## src/rtl/fp_link_pkg.sv

```systemverilog
package fp_link_pkg;

  typedef enum logic [1:0] {
    SV_IDLE  = 2'd0,
    SV_WAIT  = 2'd1,
    SV_SERVE = 2'd2,
    SV_DONE  = 2'd3
  } srv_state_t;

  typedef enum logic [1:0] {
    CL_IDLE  = 2'd0,
    CL_READY = 2'd1,
    CL_WAIT  = 2'd2,
    CL_DONE  = 2'd3
  } cli_state_t;

endpackage

```

## src/rtl/fp_hold_timer.sv

```systemverilog
// Counts cycles spent in the current state; met goes high on the cycle
// in which the programmed minimum has been reached (0 is read as 1).
module fp_hold_timer #(
  parameter int HOLD_W = 4
) (
  input  logic              clk,
  input  logic              rst,
  input  logic              restart,
  input  logic [HOLD_W-1:0] hold,
  output logic              met
);
  localparam logic [HOLD_W-1:0] ONE = HOLD_W'(1);

  logic [HOLD_W-1:0] cnt;
  logic [HOLD_W-1:0] last;

  assign last = (hold == '0) ? '0 : (hold - ONE);
  assign met  = (cnt >= last);

  always_ff @(posedge clk) begin
    if (rst || restart) begin
      cnt <= '0;
    end else if (!met) begin
      cnt <= cnt + ONE;
    end
  end
endmodule

```

## src/rtl/fp_sticky.sv

```systemverilog
// Remembers that a condition was seen since the last clear; the current
// cycle's condition counts at once.
module fp_sticky (
  input  logic clk,
  input  logic rst,
  input  logic clear,
  input  logic cond,
  output logic seen
);
  logic held;

  assign seen = held | cond;

  always_ff @(posedge clk) begin
    if (rst || clear) begin
      held <= 1'b0;
    end else begin
      held <= seen;
    end
  end
endmodule

```

## src/rtl/fp_link_server.sv

```systemverilog
module fp_link_server
  import fp_link_pkg::*;
#(
  parameter int DATA_W = 4,
  parameter int HOLD_W = 4
) (
  input  logic              clk,
  input  logic              rst,
  input  logic              go,
  input  logic [HOLD_W-1:0] hold,
  input  logic [DATA_W-1:0] src_word,
  input  logic              peer_rdy,
  output logic              rdy,
  output logic [DATA_W-1:0] bus
);
  srv_state_t st, st_nx;
  logic met;
  logic low_seen;
  logic moving;
  logic launch;

  assign moving = (st_nx != st);
  assign launch = (st == SV_WAIT) && (st_nx == SV_SERVE);

  fp_hold_timer #(.HOLD_W(HOLD_W)) u_hold (
    .clk     (clk),
    .rst     (rst),
    .restart (moving),
    .hold    (hold),
    .met     (met)
  );

  // client flag seen low since entering the current state
  fp_sticky u_low (
    .clk   (clk),
    .rst   (rst),
    .clear (moving),
    .cond  (!peer_rdy),
    .seen  (low_seen)
  );

  always_comb begin
    st_nx = st;
    case (st)
      SV_IDLE:  if (met && go && peer_rdy) st_nx = SV_WAIT;
      SV_WAIT:  if (peer_rdy)              st_nx = SV_SERVE;
      SV_SERVE: if (met && low_seen)       st_nx = SV_DONE;
      SV_DONE:  if (met && low_seen)       st_nx = SV_IDLE;
      default:                             st_nx = SV_IDLE;
    endcase
  end

  always_ff @(posedge clk) begin
    if (rst) begin
      st  <= SV_IDLE;
      rdy <= 1'b0;
      bus <= '0;
    end else begin
      st  <= st_nx;
      rdy <= (st_nx == SV_WAIT) || (st_nx == SV_SERVE);
      if (launch) begin
        bus <= src_word;
      end
    end
  end
endmodule

```

## src/rtl/fp_link_client.sv

```systemverilog
module fp_link_client
  import fp_link_pkg::*;
#(
  parameter int DATA_W = 4,
  parameter int HOLD_W = 4
) (
  input  logic              clk,
  input  logic              rst,
  input  logic [HOLD_W-1:0] hold,
  input  logic              peer_rdy,
  input  logic [DATA_W-1:0] bus_in,
  output logic              rdy,
  output logic [DATA_W-1:0] word,
  output logic              valid
);
  cli_state_t st, st_nx;
  logic met;
  logic low_seen;
  logic moving;
  logic latch;
  logic peer_q;

  assign moving = (st_nx != st);
  assign latch  = (st == CL_WAIT) && (st_nx == CL_DONE);

  fp_hold_timer #(.HOLD_W(HOLD_W)) u_hold (
    .clk     (clk),
    .rst     (rst),
    .restart (moving),
    .hold    (hold),
    .met     (met)
  );

  // server flag seen low since entering the current state
  fp_sticky u_low (
    .clk   (clk),
    .rst   (rst),
    .clear (moving),
    .cond  (!peer_rdy),
    .seen  (low_seen)
  );

  always_comb begin
    st_nx = st;
    case (st)
      CL_IDLE:  if (met)                       st_nx = CL_READY;
      CL_READY: if (met)                       st_nx = CL_WAIT;
      CL_WAIT:  if (met && peer_rdy && peer_q) st_nx = CL_DONE;
      CL_DONE:  if (met && low_seen)           st_nx = CL_READY;
      default:                                 st_nx = CL_IDLE;
    endcase
  end

  always_ff @(posedge clk) begin
    if (rst) begin
      st     <= CL_IDLE;
      rdy    <= 1'b0;
      word   <= '0;
      valid  <= 1'b0;
      peer_q <= 1'b0;
    end else begin
      st     <= st_nx;
      rdy    <= (st_nx == CL_READY) || (st_nx == CL_WAIT);
      valid  <= latch;
      peer_q <= peer_rdy;
      if (latch) begin
        word <= bus_in;
      end
    end
  end
endmodule

```

## src/rtl/fp_handshake_link.sv

```systemverilog
module fp_handshake_link #(
  parameter int DATA_W = 4,
  parameter int HOLD_W = 4
) (
  input  logic              clk,
  input  logic              rst,
  input  logic              go,
  input  logic [DATA_W-1:0] src_word,
  input  logic [HOLD_W-1:0] srv_hold,
  input  logic [HOLD_W-1:0] cli_hold,
  output logic [DATA_W-1:0] cap_word,
  output logic              cap_valid,
  output logic              srv_rdy,
  output logic              cli_rdy
);
  logic [DATA_W-1:0] link_bus;

  fp_link_server #(.DATA_W(DATA_W), .HOLD_W(HOLD_W)) u_srv (
    .clk      (clk),
    .rst      (rst),
    .go       (go),
    .hold     (srv_hold),
    .src_word (src_word),
    .peer_rdy (cli_rdy),
    .rdy      (srv_rdy),
    .bus      (link_bus)
  );

  fp_link_client #(.DATA_W(DATA_W), .HOLD_W(HOLD_W)) u_cli (
    .clk      (clk),
    .rst      (rst),
    .hold     (cli_hold),
    .peer_rdy (srv_rdy),
    .bus_in   (link_bus),
    .rdy      (cli_rdy),
    .word     (cap_word),
    .valid    (cap_valid)
  );
endmodule

```

## config.mk

```make
export PLATFORM = sky130hd
export DESIGN_NAME = fp_handshake_link
export DESIGN_NICKNAME = d
export VERILOG_FILES = /design/src/rtl/fp_link_pkg.sv /design/src/rtl/fp_hold_timer.sv /design/src/rtl/fp_sticky.sv /design/src/rtl/fp_link_server.sv /design/src/rtl/fp_link_client.sv /design/src/rtl/fp_handshake_link.sv
export SDC_FILE = /design/constraint.sdc
export NUM_CORES = 1
export LEC_CHECK = 0
export BUFFER_PORTS_ARGS = -buffer_cell sky130_fd_sc_hd__buf_4
export CORE_ASPECT_RATIO = 1.2
export CORE_MARGIN = 4
export CORE_UTILIZATION = 36
export CTS_BUF_LIST = sky130_fd_sc_hd__clkbuf_4 sky130_fd_sc_hd__clkbuf_8
export CTS_CLUSTER_DIAMETER = 200
export DETAILED_ROUTE_END_ITERATION = 8
export PLACE_DENSITY = 0.59
export RECOVER_POWER = 100
export SYNTH_ARGS = -nofsm -noshare
export SYNTH_HDL_FRONTEND = slang
export SYNTH_SLANG_ARGS = --single-unit
```

## constraint.sdc

```tcl
create_clock -name clk -period 6.9 [get_ports clk]
set_clock_uncertainty 0.05 [all_clocks]
set_input_delay 0.345 -clock clk [delete_from_list [all_inputs] [get_ports clk]]
set_output_delay 0.345 -clock clk [all_outputs]
set_load 0.01 [all_outputs]
```

==> flow_summary.json <==
{
  "status": "finished clean",
  "internal_power_mw": 0.293,
  "via_count": 1193,
  "die_area_um2": 5110,
  "clockRootBuffer": "clkbuf_8",
  "hp-class": "in -> reg",
  "boundaryPins": 22,
  "p_leak_nw": 0.708,
  "cts_setup_buffers": 0,
  "grt_pass1_vias": 1175,
  "seq_area_frac_synth_pct": 35.9,
  "gp_congestion": 0.775,
  "fin_crit_sh_pct": 40.4,
  "synth.avg_cell_area_um2": 9.06,
  "p_per_area_nw_per_um2": 245,
  "vdd_ir_drop_max_mv": 0.181,
  "syn_nets": 187,
  "crit_path_cell_trace": "clkbuf_1 -> or2_2 -> nor3b_1 -> a21oi_1 -> ha_1 -> nor3_1 -> or3_1 -> nor3b_1 -> nor2_1 -> ha_1 -> nand3b_1 -> mux2i_1 -> nor2_1",
  "routedWlPerCell_um": 11.5,
  "final_antenna_net_count": 0,
  "ys.flop_type": "dfxtp_1",
  "synth.distinct_cells": 37,
  "synth-edff-count": 0,
  "syn_inst": 160,
  "core-area_um2": 3910,
  "period_minus_slack_ns": 2.79,
  "fillers": 410,
  "slew_headroom_pct": 58.8,
  "crit_buf_inv": 1,
  "n_antenna_cell": 0,
  "overflow": 0,
  "clock-sinks": 26,
  "cp_max_fo": 7,
  "die_w_um": 65.9,
  "finalMaxSlewViolations": 0,
  "hold_violations": 0,
  "holdBufCountCts": 0,
  "finalSetupViolations": 0,
  "drt_first_pass_iters": 4,
  "placementRows": 25,
  "sequentialPowerShare_pct": 45.5,
  "grt_pass1_wl_um": 4820,
  "wirelength_um": 2680,
  "ys_top_cells_by_count": "26 x dfxtp_1, 22 x nor2_1, 12 x ha_1",
  "required_ns": 7.02,
  "synth_top_area_share_pct": 35.9,
  "layout-drive-gt1-share_pct": 11.7,
  "clk_latency_ns": 0.27,
  "start_kind": "primary input",
  "fin_util_pct": 42.5,
  "yosysWarnings": 0,
  "path_class": "in -> reg",
  "cp_top_family": "simple AND/OR/NAND/NOR gates",
  "ys_ff_latch": 26,
  "antenna_found_initial": 0,
  "drv_cap": 0,
  "rsz0062_at_grt": "false",
  "cp_slowest_cell": "or3_1",
  "nNetsFinal": 208,
  "netlist_area_um2": 1450,
  "worstSetupEndpointType": "flop",
  "cts_max_level": 1,
  "vias_per_cell": 5.10,
  "worstPathArrival_ns": 2.91,
  "cts.repair.resized": 0,
  "synth_largest_area_cell": "dfxtp_1",
  "cts_buffers": 3,
  "power_frac_comb_pct": 23.7,
  "worstMarginPinSlew_ns": 0.612,
  "die_h_um": 77.5,
  "hpwl_um": 2150,
  "syn_to_final_growth_pct": 14.8,
  "cts_tree": "built",
  "drt_iter0_markers": 30,
  "numPortBuffers": 21,
  "max_freq_mhz": 359,
  "clk_pin_slew_ns": 0.09,
  "grt.total_usage_pct": 11.4,
  "cpPeakStageDelay_ns": 0.46,
  "grt_start_max_net_pins": 22,
  "clk_path_buf_depth": 2,
  "power_frac_clock_pct": 30.7,
  "fin_tns_setup_ns": 0,
  "async_reset_ff_share_pct": 0,
  "drc_errors": 0,
  "synthTopCellsByArea": "dfxtp_1 36%, ha_1 10%, mux2i_1 7.6%",
  "switching_share_pct": 27.9,
  "yosysMostFrequentCell": "dfxtp_1",
  "start_util_pct": 37.1,
  "power_switching_mw": 0.114
}
## worst paths after layout
path              slack (ns)  depth (start not counted)                 from                to
setup reg to reg        4.24                         11  u_cli.u_hold.cnt[0]     u_cli.word[0]
hold reg to reg         0.45                          2     u_cli.u_low.held  u_cli.u_low.held
setup / recovery        4.11                         13          cli_hold[1]     u_cli.word[0]
hold / removal          0.25                          3          src_word[0]      u_srv.bus[0]
## layout make-up
cell class                      instances  area [µm²]  area share [%]
Clock buffer                            3        41.3            2.48
Multi-Input combinational cell        121         850            51.1
Sequential cell                        26         520            31.3
Timing Repair Buffer                   21         124            7.45
Tap cell                               54        67.6            4.06
Inverter                                8        30.0            1.81
Clock inverter                          1        30.0            1.81
## layout by cell type, fill, tap and decap left out, drive strengths merged, types with 3 or more instances in the layout
cell type | netlist | layout
nand3 | 3 | 3
nor2b | 7 | 7
ha | 12 | 12
nand2b | 3 | 3
a21oi | 10 | 10
dfxtp | 26 | 26
nor3 | 5 | 5
clkbuf | 4 | 12
a221oi | 3 | 3
inv | 8 | 8
buf | 1 | 12
nand3b | 5 | 5
nand2 | 8 | 8
nor4 | 3 | 3
nor2 | 22 | 22
mux2i | 11 | 11
o21a | 4 | 4
o21ai | 4 | 4
## power groups by stage
stage	Clock (mW)	Combinational, mW	Sequential (mW)
finish	0.125	0.0966	0.185
global route	0.135	0.113	0.189
CTS	0.129	0.111	0.185
detailed placement	0	0.110	0.189
global placement	0	0.105	0.188
floorplan	0	0.0879	0.183
## per-stage QoR
| stage | cell area, µm² | hold WS (ns) | setup slack, ns | power [mW] | instances |
|---|---|---|---|---|---|
| 4_1_cts | 1720 | 0.249 | 4.09 | 0.425 | 234 |
| 2_1_floorplan | 1450 | 0.407 | 4.11 | 0.271 | 160 |
| 3_3_place_gp | 1650 | 0.425 | 3.86 | 0.293 | 230 |
| 3_5_place_dp | 1650 | 0.438 | 3.78 | 0.299 | 230 |
| 5_1_grt | 1660 | 0.255 | 3.84 | 0.437 | 234 |
| 6_report | 1660 | 0.251 | 4.11 | 0.407 | 234 |
## routing by layer
metal  global-route usage, %  wire length [µm]  vias up
li1                        -                 -      615
met1                    12.9              1190      556
met2                    20.7              1380       20
met3                    3.33               107        2
met4                    2.07                10        0
met5                       0                 0        -
## registers in the layout, indices dropped and copies added, names as in the netlist
register	count
u_cli.word	4
u_cli.rdy	1
u_cli.st	2
u_cli.u_low.held	1
u_cli.peer_q	1
u_srv.rdy	1
u_srv.st	2
u_cli.valid	1
u_cli.u_hold.cnt	4
u_srv.u_low.held	1
u_srv.bus	4
u_srv.u_hold.cnt	4
## tightest hold or removal path: cells and delay by family
family        cells  cell delay (ns)
simple gates      1             0.07
mux               1             0.05
buf+inv           1             0.08
## kinds of logic after synthesis
family | after synthesis | synth area share (%)
and+or+nand+nor | 64 | 23.9
AOI/OAI and AO/OA | 33 | 17.5
DFF | 26 | 35.9
buffers and inverters | 13 | 3.89
muxes | 12 | 8.38
adders and majority gates | 12 | 10.4
Note: power is estimated with default switching activity, not from simulation.
